**config.mk**
```make
export PLATFORM = sky130hd
export DESIGN_NAME = irq_prio_ctrl
export DESIGN_NICKNAME = d
export VERILOG_FILES = /design/src/rtl/irq_prio_ctrl.sv
export SDC_FILE = /design/constraint.sdc
export NUM_CORES = 1
export LEC_CHECK = 0
export ABC_AREA = 1
export BUFFER_PORTS_ARGS = -buffer_cell sky130_fd_sc_hd__buf_2
export CAP_MARGIN = 20
export CELL_PAD_IN_SITES_DETAIL_PLACEMENT = 1
export CELL_PAD_IN_SITES_GLOBAL_PLACEMENT = 1
export CORE_ASPECT_RATIO = 1.5
export CORE_MARGIN = 1
export CORE_UTILIZATION = 30
export DETAILED_ROUTE_END_ITERATION = 6
export PLACE_DENSITY_LB_ADDON = 0.1
export SETUP_SLACK_MARGIN = 0.5
export SYNTH_ARGS = -nofsm -noshare
export SYNTH_HDL_FRONTEND = slang
export SYNTH_SLANG_ARGS = --single-unit
```
**constraint.sdc**
```tcl
create_clock -name clk -period 1.4 [get_ports clk]
set_input_delay 0.28 -clock clk [delete_from_list [all_inputs] [get_ports clk]]
set_output_delay 0.28 -clock clk [all_outputs]
set_load 0.05 [all_outputs]
```
**src/rtl/irq_prio_ctrl.sv**
```systemverilog
module irq_prio_ctrl #(
  parameter int N_SRC = 8,
  parameter logic [N_SRC-1:0] PERIPH_MASK = 'hF0,
  parameter int VEC_W = 24,
  parameter logic [VEC_W-1:0] HI_VEC = 'h000008,
  parameter logic [VEC_W-1:0] LO_VEC = 'h000018
) (
  input  logic             clk,
  input  logic             rst_n,
  input  logic [N_SRC-1:0] src_req,
  input  logic [N_SRC-1:0] flag_clr,
  input  logic             en_wr,
  input  logic [N_SRC-1:0] en_wdata,
  input  logic             pri_wr,
  input  logic [N_SRC-1:0] pri_wdata,
  input  logic             ctl_wr,
  input  logic [2:0]       ctl_wdata,
  input  logic             take,
  input  logic             reti,
  output logic [N_SRC-1:0] flags,
  output logic [N_SRC-1:0] enables,
  output logic [N_SRC-1:0] prios,
  output logic             mode_o,
  output logic             gh_o,
  output logic             gl_o,
  output logic             irq_req,
  output logic [VEC_W-1:0] irq_vec
);
  logic [N_SRC-1:0] src_q, flag_q, en_q, pri_q;
  logic mode_q, gh_q, gl_q, in_hi, in_lo;

  wire [N_SRC-1:0] rise = src_req & ~src_q;
  wire [N_SRC-1:0] live = flag_q & en_q;
  wire cmp_go = gh_q & (|(live & (~PERIPH_MASK | {N_SRC{gl_q}})));
  wire hi_go  = mode_q ? (gh_q & (|(live & pri_q))) : cmp_go;
  wire lo_go  = mode_q & gl_q & ~in_hi & (|(live & ~pri_q));

  assign irq_req = hi_go | lo_go;
  assign irq_vec = hi_go ? HI_VEC : (lo_go ? LO_VEC : '0);
  assign flags   = flag_q;
  assign enables = en_q;
  assign prios   = pri_q;
  assign mode_o  = mode_q;
  assign gh_o    = gh_q;
  assign gl_o    = gl_q;

  always_ff @(posedge clk) begin
    if (!rst_n) begin
      src_q  <= '0;
      flag_q <= '0;
      en_q   <= '0;
      pri_q  <= '1;
      mode_q <= 1'b0;
      gh_q   <= 1'b0;
      gl_q   <= 1'b0;
      in_hi  <= 1'b0;
      in_lo  <= 1'b0;
    end else begin
      src_q  <= src_req;
      flag_q <= (flag_q & ~flag_clr) | rise;
      if (en_wr)  en_q  <= en_wdata;
      if (pri_wr) pri_q <= pri_wdata;
      if (ctl_wr) begin
        gh_q   <= ctl_wdata[0];
        gl_q   <= ctl_wdata[1];
        mode_q <= ctl_wdata[2];
      end
      if (take && irq_req) begin
        if (hi_go) begin
          gh_q  <= 1'b0;
          in_hi <= 1'b1;
        end else begin
          gl_q  <= 1'b0;
          in_lo <= 1'b1;
        end
      end else if (reti) begin
        if (in_hi) begin
          gh_q  <= 1'b1;
          in_hi <= 1'b0;
        end else if (in_lo) begin
          gl_q  <= 1'b1;
          in_lo <= 1'b0;
        end else begin
          gh_q  <= 1'b1;
        end
      end
    end
  end
endmodule

```
After elaboration in Yosys (flattened, before gate mapping)
Index checks and enable logic that the tools add are counted.

operators by class
  equal/unequal tests = 3
  multiplexer cells = 22
  bitwise logic cells = 17
  reductions and logical operators = 7

operator list
  cell                                                              number
  8-bit AND                                                         6
  8-bit inverter                                                    3
  8-bit OR reduction                                                3
  1-bit two-way mux                                                 20
  5-bit two-way mux                                                 2
  8-bit OR                                                          1
  1-bit AND                                                         5
  2-bit != test (second input constant)                             2
  3-bit AND reduction                                               1
  2-bit by 1-bit != test with 1-bit output (second input constant)  1
  2-bit AND reduction                                               1
  2-bit nonzero test                                                1
  1-bit logical AND                                                 1
  1-bit inverter                                                    1
  1-bit OR                                                          1

storage, ports and cells
  flip-flop bits (word level) = 37
  input port bits = 42
  output and inout bits = 52
  logic and storage cells = 58

Depth between registers and ports, before layout
  depth in word-level cells = 9
  depth in mapped cells = 11
  mapped depth without buffers = 11

Worst setup path before layout
Ideal clock, no wire load.

  kind = flip-flop to output port
  start point = register flag_q[2] (netlist: flags[2])
  end point = output irq_vec[4]
  arrival = 1.947 ns
  required time = 1.120 ns
  path slack = -0.827 ns
  cell stages (with the launch flop) = 7
  path buffers = 0
  path through = dfxtp_1 > nand2_1 > o21ai_1 > nor2_2 > nand2_1 > nand2_2 > a31oi_1

between the ends
  cells in the longest elaborated chain, start to end = 6
  elaborated cells between the ends (all ways) = 13
  classes of those cells = mux (3); bitwise (7); reduce/logical (3)

RTL lines
  what                                                           RTL line    text
  start: declaration                                             29          logic [N_SRC-1:0] src_q, flag_q, en_q, pri_q;
  start signal: assignment                                       60          flag_q <= (flag_q & ~flag_clr) | rise;
  8-bit AND *                                                    33          wire [N_SRC-1:0] live = flag_q & en_q;
  8-bit AND (on tied branches)                                   36, 34, 35
  8-bit OR reduction (on tied branches)                          36, 34, 35
  1-bit AND (on tied branches)                                   36, 34, 35
  5-bit two-way mux / 1-bit two-way mux (equally long branches)  39, 35
  5-bit two-way mux *                                            39          assign irq_vec = hi_go ? HI_VEC : (lo_go ? LO_VEC : '0);
  end: declaration                                               27          output logic [VEC_W-1:0] irq_vec

Every way passes the cells marked *; elsewhere a longest branch is shown, timed or not.

Worst setup path in the final report
  start point = register pri_q[0] (netlist: prios[0])
  end point = output irq_vec[4]

between the ends
  cells in the longest elaborated chain, start to end = 6
  elaborated cells between the ends (all ways) = 10
  classes of those cells = mux (3); bitwise (5); reduce/logical (2)

RTL lines
  what                      RTL line  text
  start: declaration        29
  start signal: assignment  62        if (pri_wr) pri_q <= pri_wdata;
  8-bit inverter            36        wire lo_go = mode_q & gl_q & ~in_hi & (|(live & ~pri_q));
  8-bit AND                 36
  8-bit OR reduction        36
  1-bit AND                 36
  5-bit two-way mux         39
  5-bit two-way mux *       39

Marks and branches as above.

==> results.ini <==
[status]
status = finished with violations
violations = setup timing

[synth]
syn-instance-count = 231
synthArstFlopShare_pct = 0
synthMostInstantiatedCell = nand2_1
synth_top_area_share_pct = 42.53
ys.flop_type = dfxtp_1
synth_area_leaders = dfxtp_1, buf_4, nand2_1
synth.distinct_cells = 26
ys_seq_elements = 37
synth-edff-count = 0
synth_area_leader_cell = dfxtp_1
syn_area_per_cell_um2 = 7.540
synth_common_cells = nand2_1, dfxtp_1, inv_1
yosysSeqAreaShare_pct = 42.53
synth_area_um2 = 1742
yosys_warnings = 0

[route]
firstDrtPassIters = 4
wl_per_cell_um = 13.91
drt-initial-drc-count = 35
vias = 1876
vias_per_cell = 4.531
drt_wl_total_um = 5760
route.detailed.drc = 0
drtAntennaViolNets = 0

[min_path]
worstHoldPathType = in2reg
whs_path_depth = 2

[clock_network]
tritoncts = built
clock_path_buffers = 2
cts_buffers = 5
clk_latency_ns = 0.29
htree_num_levels = 2
clockRootBuffer = clkbuf_8
clock-sinks = 37
clk_pin_slew_worst_paths_ns = 0.07

[setup_path]
worstPathArrival_ns = 1.44
critPathKind = reg2out
worst_setup_path_start_kind = flip-flop
end_kind = primary output
cp.required_ns = 1.12
r2r_cells = 12
critPathMaxFanout = 3

[cells_and_area]
final_cells = 414
finalNetCount = 385
fill_cells = 679
layout-drive-gt1-share_pct = 56.69
area_growth_pct = 80.39
diodes = 0

[global_route]
grtUsageTotal_pct = 19.78
grt_pass1_vias = 1967
antenna_found_initial = 0
grt_pass1_wl_um = 9273
grt_max_degree = 18
grt_overflow = 0

[timing]
fin_skew_ns = 0.004613
min_period_over_period_pct = 122.7
rsz0062_at_grt = yes
hold_violations = 0
slew_viol_final = 0
setup_violations = 6
fin_crit_ns = 1.718
max_freq_mhz = 582.0
tns_ns = -1.026
holdWs_ns = 0.1787
setup_slack_ns = -0.3182

[floorplan]
rows = 33
die_h_um = 95.32
die_area_um2 = 6121
die_w_um = 64.21
num_io_pins = 94
start_util_pct = 31.48
core-area_um2 = 5533

[placement]
numPlacedInstances = 396
gp_congestion = 0.7576
place_hpwl_um = 4082
numPortBuffers = 71

[pwr]
ir_drop_mv = 0.5578
leakagePower_nw = 1.543
p_per_area_nw_per_um2 = 986.6

[job]
max_cap_viol_count = 0

==> cells by family (layout without fill, tap and decap cells) <==
| kind of cell | after synthesis | after routing | synth area share [%] |
|---|---|---|---|
| AO/OA/AOI/OAI | 41 | 41 | 14.51 |
| buffers and inverters | 59 | 151 | 17.74 |
| other | 1 | 22 | 0.2153 |
| AND/OR/NAND/NOR | 93 | 93 | 25.00 |
| flip-flops | 37 | 37 | 42.53 |
==> per-stage QoR <==
step,cell area [um^2],setup WS (ns),utilization (%),power [mW]
2_1_floorplan,1982,-0.1282,-,1.756
3_3_place_gp,2456,-0.1108,44.39,1.949
3_5_place_dp,2456,-0.1110,44.39,1.959
4_1_cts,3008,-0.2950,54.36,3.061
5_1_grt,3142,-0.3917,56.78,3.235
6_report,3142,-0.3182,56.78,3.100
==> report_power, final <==
group,switching (mW),internal (mW),leakage [nW],total [mW]
clock network,0.381,0.526,0.0528,0.907
logic,0.597,0.402,1.17,0.999
registers,0.0815,1.11,0.320,1.19
==> worst max-delay path, stage by stage, from the launching register on <==
cell and delay, ns:
dfxtp_4 0.36, inv_2 0.06, nand3_1 0.10, o21ai_2 0.09
nor2_2 0.06, nand2_2 0.08, nand2_4 0.08, a31oi_4 0.15
buf_6 0.17
==> sequential cells by signal, summed over array words and instances, names as in the netlist <==
name	flops
gl_o	1
mode_o	1
src_q	8
enables	8
flags	8
in_lo	1
prios	8
in_hi	1
gh_o	1
==> layer usage <==
| layer | part of all wire, % | up-vias | track usage (%) |
|---|---|---|---|
| met1 | 39 | 885 | 21.50 |
| met4 | 1.5 | 0 | 6.111 |
| met5 | 0 | - | 0 |
| met3 | 4.5 | 8 | 4.306 |
| li1 | - | 925 | - |
| met2 | 55 | 58 | 37.68 |
==> path summary, 6_finish.rpt <==
path	start	to	slack, ns
max	prios[0]$_SDFFE_PN1P_	irq_vec[4]	-0.32
min	flag_clr[1]	flags[1]$_SDFF_PN0_	0.18
max reg2reg	prios[6]$_SDFFE_PN1P_	in_lo$_SDFFE_PN0P_	-0.06
min reg2reg	src_q[1]$_SDFF_PN0_	flags[1]$_SDFF_PN0_	0.42
==> placed cells by master (no fill, tap or decap), types with 7 or more instances in the layout <==
cell / count
inv_2: 7
conb_1: 22
dfxtp_1: 10
buf_4: 12
nor2_2: 7
nand2_2: 8
dfxtp_4: 27
buf_2: 41
o21ai_0: 13
inv_1: 24
nand3_1: 11
buf_8: 29
buf_6: 29
nand2_1: 33
nor2_1: 19
==> cell type report <==
cell class | instances | area [um^2] | area share [%]
clock buffers | 6 | 72.57 | 2.310
multi-input cells | 156 | 925.9 | 29.47
repair buffers | 111 | 1057 | 33.65
inverters | 32 | 122.6 | 3.903
well taps | 70 | 87.58 | 2.788
clock inverters | 2 | 33.78 | 1.075
flip-flops and latches | 37 | 842.1 | 26.80
==> what timing repair did <==
| item | in CTS | in global routing |
|---|---|---|
| resized for setup | 122 | 19 |
| buffers inserted | 3 | 7 |
| hold buffers | 0 | 0 |
| endpoints found under the setup margin | 34 | 40 |
| pin swaps | 2 | 7 |
Note: power is estimated with default switching activity, not from simulation.
